[config.mk]
export PLATFORM = sky130hd
export DESIGN_NAME = mdio_mgmt_shift
export DESIGN_NICKNAME = d
export VERILOG_FILES = /design/src/rtl/mdio_mgmt_pkg.sv /design/src/rtl/mdio_mdc_div.sv /design/src/rtl/mdio_frame_shift.sv /design/src/rtl/mdio_pad_ctl.sv /design/src/rtl/mdio_mgmt_shift.sv
export SDC_FILE = /design/constraint.sdc
export NUM_CORES = 1
export LEC_CHECK = 0
export BUFFER_PORTS_ARGS = -buffer_cell sky130_fd_sc_hd__clkbuf_2
export CORE_ASPECT_RATIO = 1.75
export CORE_MARGIN = 5
export CORE_UTILIZATION = 50
export CTS_BUF_LIST = sky130_fd_sc_hd__clkbuf_4 sky130_fd_sc_hd__clkbuf_8 sky130_fd_sc_hd__clkbuf_16
export CTS_CLUSTER_SIZE = 14
export DETAILED_ROUTE_END_ITERATION = 10
export MAX_ROUTING_LAYER = met4
export PLACE_DENSITY = 0.76
export SLEW_MARGIN = 20
export SYNTH_ARGS = -nofsm -noshare
export SYNTH_HDL_FRONTEND = slang
export SYNTH_SLANG_ARGS = --single-unit
[constraint.sdc]
create_clock -name clk -period 1.9 [get_ports clk]
set_input_delay 0.19 -clock clk [delete_from_list [all_inputs] [get_ports clk]]
set_output_delay 0.19 -clock clk [all_outputs]
set_load 0.02 [all_outputs]
[src/rtl/mdio_mgmt_pkg.sv]
package mdio_mgmt_pkg;

    localparam int FRAME_W = 32;
    localparam int DATA_W  = 16;
    localparam int HDR_W   = FRAME_W - DATA_W;
    localparam int CNT_W   = $clog2(FRAME_W + 1);

    typedef logic [FRAME_W-1:0] frame_t;
    typedef logic [CNT_W-1:0]   bitcnt_t;

    typedef enum logic [1:0] {
        START_EXT  = 2'b00,
        START_BASE = 2'b01,
        START_R2   = 2'b10,
        START_R3   = 2'b11
    } start_code_e;

    typedef struct packed {
        start_code_e        start;
        logic [1:0]         opcode;
        logic [FRAME_W-5:0] rest;
    } frame_hdr_t;

    typedef struct packed {
        logic    busy;
        logic    rd;
        bitcnt_t bits;
        logic    smp;
    } engine_t;

    function automatic logic frame_is_read(frame_t f);
        frame_hdr_t h;
        h = frame_hdr_t'(f);
        case (h.start)
            START_BASE: return h.opcode == 2'b10;
            START_EXT:  return h.opcode[1];
            default:    return 1'b0;
        endcase
    endfunction

endpackage

[src/rtl/mdio_mdc_div.sv]
module mdio_mdc_div #(
    parameter int DIV = 64
) (
    input  logic clk,
    input  logic rst,
    input  logic run,
    input  logic restart,
    output logic mdc,
    output logic rise_stb,
    output logic fall_stb
);
    localparam int HALF = DIV / 2;
    localparam int DW   = (DIV > 2) ? $clog2(DIV) : 1;

    logic [DW-1:0] cnt;

    assign rise_stb = run && (cnt == DW'(HALF - 1));
    assign fall_stb = run && (cnt == DW'(DIV - 1));

    always_ff @(posedge clk) begin
        if (rst || restart || !run) begin
            cnt <= '0;
            mdc <= 1'b0;
        end else if (cnt == DW'(DIV - 1)) begin
            cnt <= '0;
            mdc <= 1'b0;
        end else begin
            cnt <= cnt + 1'b1;
            mdc <= (cnt + 1'b1) >= DW'(HALF);
        end
    end

    a_r3_low_when_stopped: assert property (@(posedge clk) disable iff (rst)
        !run |=> !mdc);

endmodule

[src/rtl/mdio_frame_shift.sv]
module mdio_frame_shift
    import mdio_mgmt_pkg::*;
(
    input  logic    clk,
    input  logic    rst,
    input  logic    wr_en,
    input  frame_t  wr_data,
    input  logic    rise_stb,
    input  logic    fall_stb,
    input  logic    drive_en,
    input  logic    pin_in,
    output frame_t  sreg,
    output engine_t st,
    output logic    done
);
    logic start;
    assign start = wr_en && !st.busy;

    always_ff @(posedge clk) begin
        if (rst) begin
            sreg <= '0;
            st   <= '0;
            done <= 1'b0;
        end else begin
            done <= 1'b0;
            if (start) begin
                sreg    <= wr_data;
                st.busy <= 1'b1;
                st.rd   <= frame_is_read(wr_data);
                st.bits <= '0;
                st.smp  <= 1'b0;
            end else if (st.busy) begin
                if (rise_stb) begin
                    st.smp <= drive_en ? sreg[FRAME_W-1] : pin_in;
                end
                if (fall_stb) begin
                    sreg    <= {sreg[FRAME_W-2:0], st.smp};
                    st.bits <= st.bits + 1'b1;
                    if (st.bits == bitcnt_t'(FRAME_W - 1)) begin
                        st.busy <= 1'b0;
                        done    <= 1'b1;
                    end
                end
            end
        end
    end

    a_r11_hold_between_shifts: assert property (@(posedge clk) disable iff (rst)
        (st.busy && !fall_stb) |=> $stable(sreg));

    a_r5_bits_bounded: assert property (@(posedge clk) disable iff (rst)
        st.busy |-> (st.bits < bitcnt_t'(FRAME_W)));

    a_r6_done_after_busy: assert property (@(posedge clk) disable iff (rst)
        done |-> (!st.busy && $past(st.busy)));

endmodule

[src/rtl/mdio_pad_ctl.sv]
module mdio_pad_ctl
    import mdio_mgmt_pkg::*;
(
    input  engine_t st,
    output logic    oe
);
    logic in_data_phase;
    assign in_data_phase = st.bits >= bitcnt_t'(HDR_W);
    assign oe = st.busy && !(st.rd && in_data_phase);
endmodule

[src/rtl/mdio_mgmt_shift.sv]
module mdio_mgmt_shift
    import mdio_mgmt_pkg::*;
#(
    parameter int MDC_DIV = 64
) (
    input  logic        clk,
    input  logic        rst,
    input  logic        host_wr,
    input  logic [31:0] host_wdata,
    output logic [31:0] host_rdata,
    output logic        mgmt_idle,
    output logic        mgmt_irq,
    output logic        mdc,
    output logic        mdio_out,
    output logic        mdio_oe,
    input  logic        mdio_in
);
    frame_t  sreg;
    engine_t st;
    logic    rise_stb, fall_stb, start;

    assign start = host_wr && !st.busy;

    mdio_mdc_div #(.DIV(MDC_DIV)) u_div (
        .clk      (clk),
        .rst      (rst),
        .run      (st.busy),
        .restart  (start),
        .mdc      (mdc),
        .rise_stb (rise_stb),
        .fall_stb (fall_stb)
    );

    mdio_frame_shift u_shift (
        .clk      (clk),
        .rst      (rst),
        .wr_en    (host_wr),
        .wr_data  (host_wdata),
        .rise_stb (rise_stb),
        .fall_stb (fall_stb),
        .drive_en (mdio_oe),
        .pin_in   (mdio_in),
        .sreg     (sreg),
        .st       (st),
        .done     (mgmt_irq)
    );

    mdio_pad_ctl u_pad (
        .st (st),
        .oe (mdio_oe)
    );

    assign host_rdata = sreg;
    assign mgmt_idle  = !st.busy;
    assign mdio_out   = sreg[FRAME_W-1];

    a_r4_out_steady_while_high: assert property (@(posedge clk) disable iff (rst)
        (mdc && $past(mdc)) |-> $stable(mdio_out));

    a_r6_irq_on_idle_rise: assert property (@(posedge clk) disable iff (rst)
        mgmt_irq |-> (mgmt_idle && !$past(mgmt_idle)));

    a_r3_mdc_low_idle: assert property (@(posedge clk) disable iff (rst)
        (mgmt_idle && $past(mgmt_idle)) |-> !mdc);

endmodule

Word-level counts from Yosys, hierarchy flattened
Cells that the tools add are included.
{ "totals": {"input_bits": 36, "out_inout_bits": 37, "ff_bits": 49} }
{ "op_classes": {"n_addsub": 2, "n_reduce_logical": 18, "n_eq_ne": 5, "n_lt_le_gt_ge": 2, "n_mux": 10, "bitwise_logic": 2} }
{ "op_table": {"columns": ["op", "n"], "rows": [
  ["two-way mux 32 bit", 3],
  ["adder 6 x 1 -> 6 bit (second input constant)", 2],
  ["== test 6 x 5 -> 1 bit (second input constant)", 2],
  ["== test 6 bit (second input constant)", 1],
  ["greater-or-equal comparator 6 x 5 -> 1 bit (second input constant)", 1],
  ["greater-or-equal comparator 6 bit (second input constant)", 1],
  ["two-way mux 1 bit", 6],
  ["AND reduction 2 bit", 3],
  ["logical AND 1 bit", 5],
  ["nonzero test 2 bit", 2],
  ["OR reduction 2 bit", 2],
  ["OR reduction 4 bit", 1],
  ["== test 2 x 1 -> 1 bit (second input constant)", 1],
  ["== test 2 bit (second input constant)", 1],
  ["zero test 1 bit", 2],
  ["zero test 2 bit", 1],
  ["logical OR 1 bit", 2],
  ["inverter 1 bit", 2],
  ["case mux 1 bit (2 select lines)", 1]
]} }

Depth between registers and ports, before layout
{ "logic_depth": {"word_depth": 5, "depth_mapped": 6, "mapped_depth_nobuf": 4} }

Hierarchy
Synthesis repeated with hierarchy kept, for this count alone.
{ "unflattened": {"cells_unflattened": 232, "area_unflattened_um2": 2047.0} }
{ "modules_own_cells": {"columns": ["mod", "n_inst", "cells_per_inst", "area_each_um2"], "rows": [
  ["mdio_frame_shift", 1, 197, 1739.2],
  ["mdio_mdc_div", 1, 30, 279.0],
  ["mdio_mgmt_shift", 1, 3, 17.5],
  ["mdio_pad_ctl", 1, 2, 11.3]
]} }

Worst setup path before layout
OpenSTA, ideal clock, no wires.
{ "synth_timing": {"path_kind": "reg-to-reg", "startpoint": "register u_div.cnt[0]", "endpoint": "register, netlist name u_shift.st[8]", "required_time_ps": 1766, "period_less_slack_ps": 1451, "path_stages_with_launch": 6, "t_arrival_ps": 1316, "path_slack_ps": 449, "n_path_buf": 1, "cell_sequence": "dfxtp_1 > ha_1 > nand4_2 > buf_2 > nor4_1 > o22ai_1"} }
{ "synth_via": {"elab_chain_cells": 5} }
{ "synth_lines": {"columns": ["element", "line", "source"], "rows": [
  ["start, declared", "mdio_mdc_div.sv:15", "logic [DW-1:0] cnt;"],
  ["start signal, assigned", "mdio_mdc_div.sv:28", "cnt <= cnt + 1'b1;"],
  ["== test 6 bit", "mdio_mdc_div.sv:18", "assign fall_stb = run && (cnt == DW'(DIV - 1));"],
  ["logical AND 1 bit", "mdio_mdc_div.sv:18", null],
  ["two-way mux 1 bit", "mdio_frame_shift.sv:36", "if (fall_stb) begin"],
  ["two-way mux 1 bit", "mdio_frame_shift.sv:32", "end else if (st.busy) begin"],
  ["two-way mux 1 bit", "mdio_frame_shift.sv:26", "if (start) begin"]
]} }
Every way passes these cells.
A chain may end at the register's enable or synchronous reset.

Worst setup path after layout
{ "layout_timing": {"startpoint": "register u_div.cnt[0]", "endpoint": "register, netlist name u_shift.st[1]"} }
{ "layout_via": {"elab_chain_cells": 3} }
{ "layout_lines": {"columns": ["element", "line"], "rows": [
  ["== test 6 bit", "mdio_mdc_div.sv:18"],
  ["logical AND 1 bit", "mdio_mdc_div.sv:18"],
  ["AND reduction 2 bit (no source line)", null]
]} }
Every way passes these cells.

==> reports/results.ini <==
[job]
maxCapViolations = 0

[clock_network]
clock_latency_reported_for_the_late_side_of_the_worst_skew_pair_ps = 300
post_cts_hold_buffer_count = 0
cts.htree.levels = 2
clk_path_buf_depth = 2
clockRootBuffer = sky130_fd_sc_hd__clkbuf_8
cts_tree = yes
cts-buffers-inserted = 5
cts.clk_slew.worst_paths_ps = 80
cts-resized-gates = 0
clkSinkCount = 48
cts.repair_timing.setup_buffer_count = 0

[finish]
nets = 340
n_fill_cell = 410
multi_input_area_sq_um = 1060
fin_area_sq_um = 2650
instances_no_fill = 352
drive_gt1_share_pct = 31.0
ff_latch_area_sq_um = 961
areaGrowthSynthToFinish_pct = 22.5
fin_util_pct = 63.4
diode_count = 0

[sta]
unrepaired_setup_endpoints_after_global_routing = no
final_min_period_over_clock_period_pct = 91.1
final.setup_skew_ps = 5.96
finalCriticalPeriod_ps = 1730
timing.final.max_slew_violations = 0
worst-slew-pin-transition_ps = 369
max_clock_freq_mhz = 578
final_hold_vios = 0
final.setup.tns_ps = 0
setup_violations = 0
slew-limit-headroom_pct = 75.1

[critical_path]
critical_path.max_fanout = 17
required_ps = 2130
timing.critical_path.cells = ha_1 -> nand4_2 -> buf_4 -> or3_1 -> a21oi_1
cp_slowest_cell = sky130_fd_sc_hd__dfxtp_1
critical_path.max_stage_delay_ps = 360
crit_path_start_kind = flop
cp.arrival_ps = 1960
endpoint_kind = flop
worst-setup-path-type = flop to flop

[floorplanning]
chipHeight_microns = 97.1
core_region_area_sq_um = 4190
die_area_sq_um = 5800
std_cell_rows = 31
num_io_pins = 73
chipWidth_microns = 59.8
initial_core_util_pct = 51.7

[synth]
synth_seq_cells = 48
yosys.area.top_type_share_pct = 44.3
syn_area_per_cell_sq_um = 9.03
library_cell_with_the_largest_summed_area_after_synthesis = sky130_fd_sc_hd__dfxtp_1
synthFlopType = sky130_fd_sc_hd__dfxtp_1
synthesis.instances = 240
synth_enable_flop_cells = 0
yosys_warnings = 0
syn-cell-area_sq_um = 2170
share_of_synthesized_area_occupied_by_flip_flops_and_latches_pct = 44.3
synth_async_sr_flop_share_pct = 0
synth_nets = 278
synth_area_leaders = sky130_fd_sc_hd__dfxtp_1, sky130_fd_sc_hd__a32oi_1, sky130_fd_sc_hd__o211ai_1
post_synth_num_cell_types = 32

[routing]
final_antenna_net_count = 0
number_of_detailed_routing_iterations_run_before_antenna_repair = 4
drc_violations_left = 0
routed_wirelength_mm = 5.87
drt_iter0_markers = 75
vias_per_cell = 6.22
dr_total_vias = 2188
route.detailed.wl_per_inst_microns = 16.7

[placement]
hpwlAfterDp_mm = 4.09
placed_cells_incl_taps = 344
place_area_sq_um = 2560
globalplace.congestion = 0.813
port_buffers = 72

[power_and_ir_drop]
power.leakage_nw = 1.02
powerDensity_nw_per_um2 = 769
vdd_drop_max_mv = 0.555
sequential_cell_fraction_of_total_power_pct = 54.0
cell_internal_pwr_w = 0.00147
p_sw_share_pct = 27.9
power.share.clock_pct = 30.6
power_switching_w = 0.000571
power.share.combinational_pct = 15.4

[grt]
overflow = 0
grt_start_max_net_pins = 38
grt_pass1_wl_mm = 9.89
groute.usage.overall_pct = 21.8
grt_antenna_before_repair = 0
number_of_global_route_vias_before_repair = 2147

[outcome]
outcome = completed

[hold_path]
timing.hold.worst.class = primary input to flop

==> cell families (layout without fill, tap and decap cells) <==
group	Yosys count	in the layout	share of synthesized area (%)
compound gates	112	112	35.5
xor+xnor	3	3	1.21
fa+ha+maj	2	2	1.15
buf+inv	32	95	6.64
flops	48	48	44.3
mux	1	1	0.462
simple gates	42	42	10.7
==> layout make-up <==
type                            count  share of cell area [%]
Clock inverter                      2                   0.377
Sequential cell                    48                    36.2
Timing Repair Buffer               84                    17.4
Tap cell                           49                    2.31
Inverter                            3                   0.424
Multi-Input combinational cell    160                    40.1
Clock buffer                        6                    3.11
==> layer usage <==
layer	up-vias	routed length (microns)	global-route usage (%)
met3	5	359	3.86
met1	1060	2290	25.4
met5	-	0	-
li1	1061	-	-
met4	0	69	7.00
met2	62	3150	36.7
==> layout by cell type (no fill, tap or decap), types with 2 or more instances in the layout <==
cell / instances
sky130_fd_sc_hd__a21oi_1: 37
sky130_fd_sc_hd__a311oi_1: 5
sky130_fd_sc_hd__a32oi_1: 28
sky130_fd_sc_hd__and2_1: 2
sky130_fd_sc_hd__buf_4: 11
sky130_fd_sc_hd__clkbuf_2: 72
sky130_fd_sc_hd__clkbuf_8: 6
sky130_fd_sc_hd__clkinv_2: 2
sky130_fd_sc_hd__dfxtp_1: 48
sky130_fd_sc_hd__ha_1: 2
sky130_fd_sc_hd__inv_1: 3
sky130_fd_sc_hd__nand2_1: 5
sky130_fd_sc_hd__nand2b_1: 3
sky130_fd_sc_hd__nand3_1: 9
sky130_fd_sc_hd__nor2_1: 9
sky130_fd_sc_hd__nor2b_1: 2
sky130_fd_sc_hd__o211ai_1: 28
sky130_fd_sc_hd__o21ai_0: 2
sky130_fd_sc_hd__o21ai_1: 6
sky130_fd_sc_hd__o31ai_1: 4
sky130_fd_sc_hd__or3_1: 2
sky130_fd_sc_hd__or4_1: 4
sky130_fd_sc_hd__xor2_1: 2
==> power groups by stage <==
stage                     combinational [W]  sequential [W]  clock, W
after floorplan                    0.000146         0.00117         0
after global placement             0.000313         0.00112         0
after detailed placement           0.000316         0.00113         0
after CTS                          0.000317         0.00110  0.000636
after global routing               0.000347         0.00111  0.000673
final                              0.000315         0.00110  0.000624
==> cells in the mapped netlist (2+ instances only) <==
cell type,instances
sky130_fd_sc_hd__dfxtp_1,48
sky130_fd_sc_hd__a21oi_1,37
sky130_fd_sc_hd__a32oi_1,28
sky130_fd_sc_hd__o211ai_1,28
sky130_fd_sc_hd__buf_2,13
sky130_fd_sc_hd__clkbuf_1,11
sky130_fd_sc_hd__nand3_1,9
sky130_fd_sc_hd__nor2_1,9
sky130_fd_sc_hd__o21ai_1,6
sky130_fd_sc_hd__a311oi_1,5
sky130_fd_sc_hd__nand2_1,5
sky130_fd_sc_hd__o31ai_1,4
sky130_fd_sc_hd__or4_1,4
sky130_fd_sc_hd__buf_1,3
sky130_fd_sc_hd__inv_1,3
sky130_fd_sc_hd__nand2b_1,3
sky130_fd_sc_hd__nor2b_1,3
sky130_fd_sc_hd__and2_1,2
sky130_fd_sc_hd__buf_4,2
sky130_fd_sc_hd__ha_1,2
sky130_fd_sc_hd__o21ai_0,2
sky130_fd_sc_hd__or3_1,2
sky130_fd_sc_hd__xor2_1,2
==> worst max-delay path, delay by kind of cell (launching register included) <==
family,cells,cell delay (ps)
simple gates,2,620
flops,1,360
buf+inv,1,290
fa+ha+maj,1,240
compound gates,1,150
==> path summary, 6_finish.rpt <==
kind	slack, ps	cells past startpoint	endpoint	start
worst min register to register	450	1	u_div.cnt[0]	u_div.cnt[0]
worst max-delay path	170	5	u_shift.st[1]	u_div.cnt[0]
worst min-delay path	140	2	u_shift.st[8]	rst
worst max register to register	170	5	u_shift.st[1]	u_div.cnt[0]
==> registers in the layout, indices dropped and copies added (netlist names) <==
name	cells
u_div.cnt	6
u_shift.done	1
u_shift.sreg	32
u_shift.st	9
==> metrics by stage <==
stage                     worst slack, ps  hold slack, ps  total power [W]
final                                 170             143          0.00204
after global routing                 40.9             155          0.00213
after CTS                             164             125          0.00206
after detailed placement              192             444          0.00144
after global placement                263             431          0.00144
after floorplan                       449             358          0.00132
(Power assumes the default switching activity.)
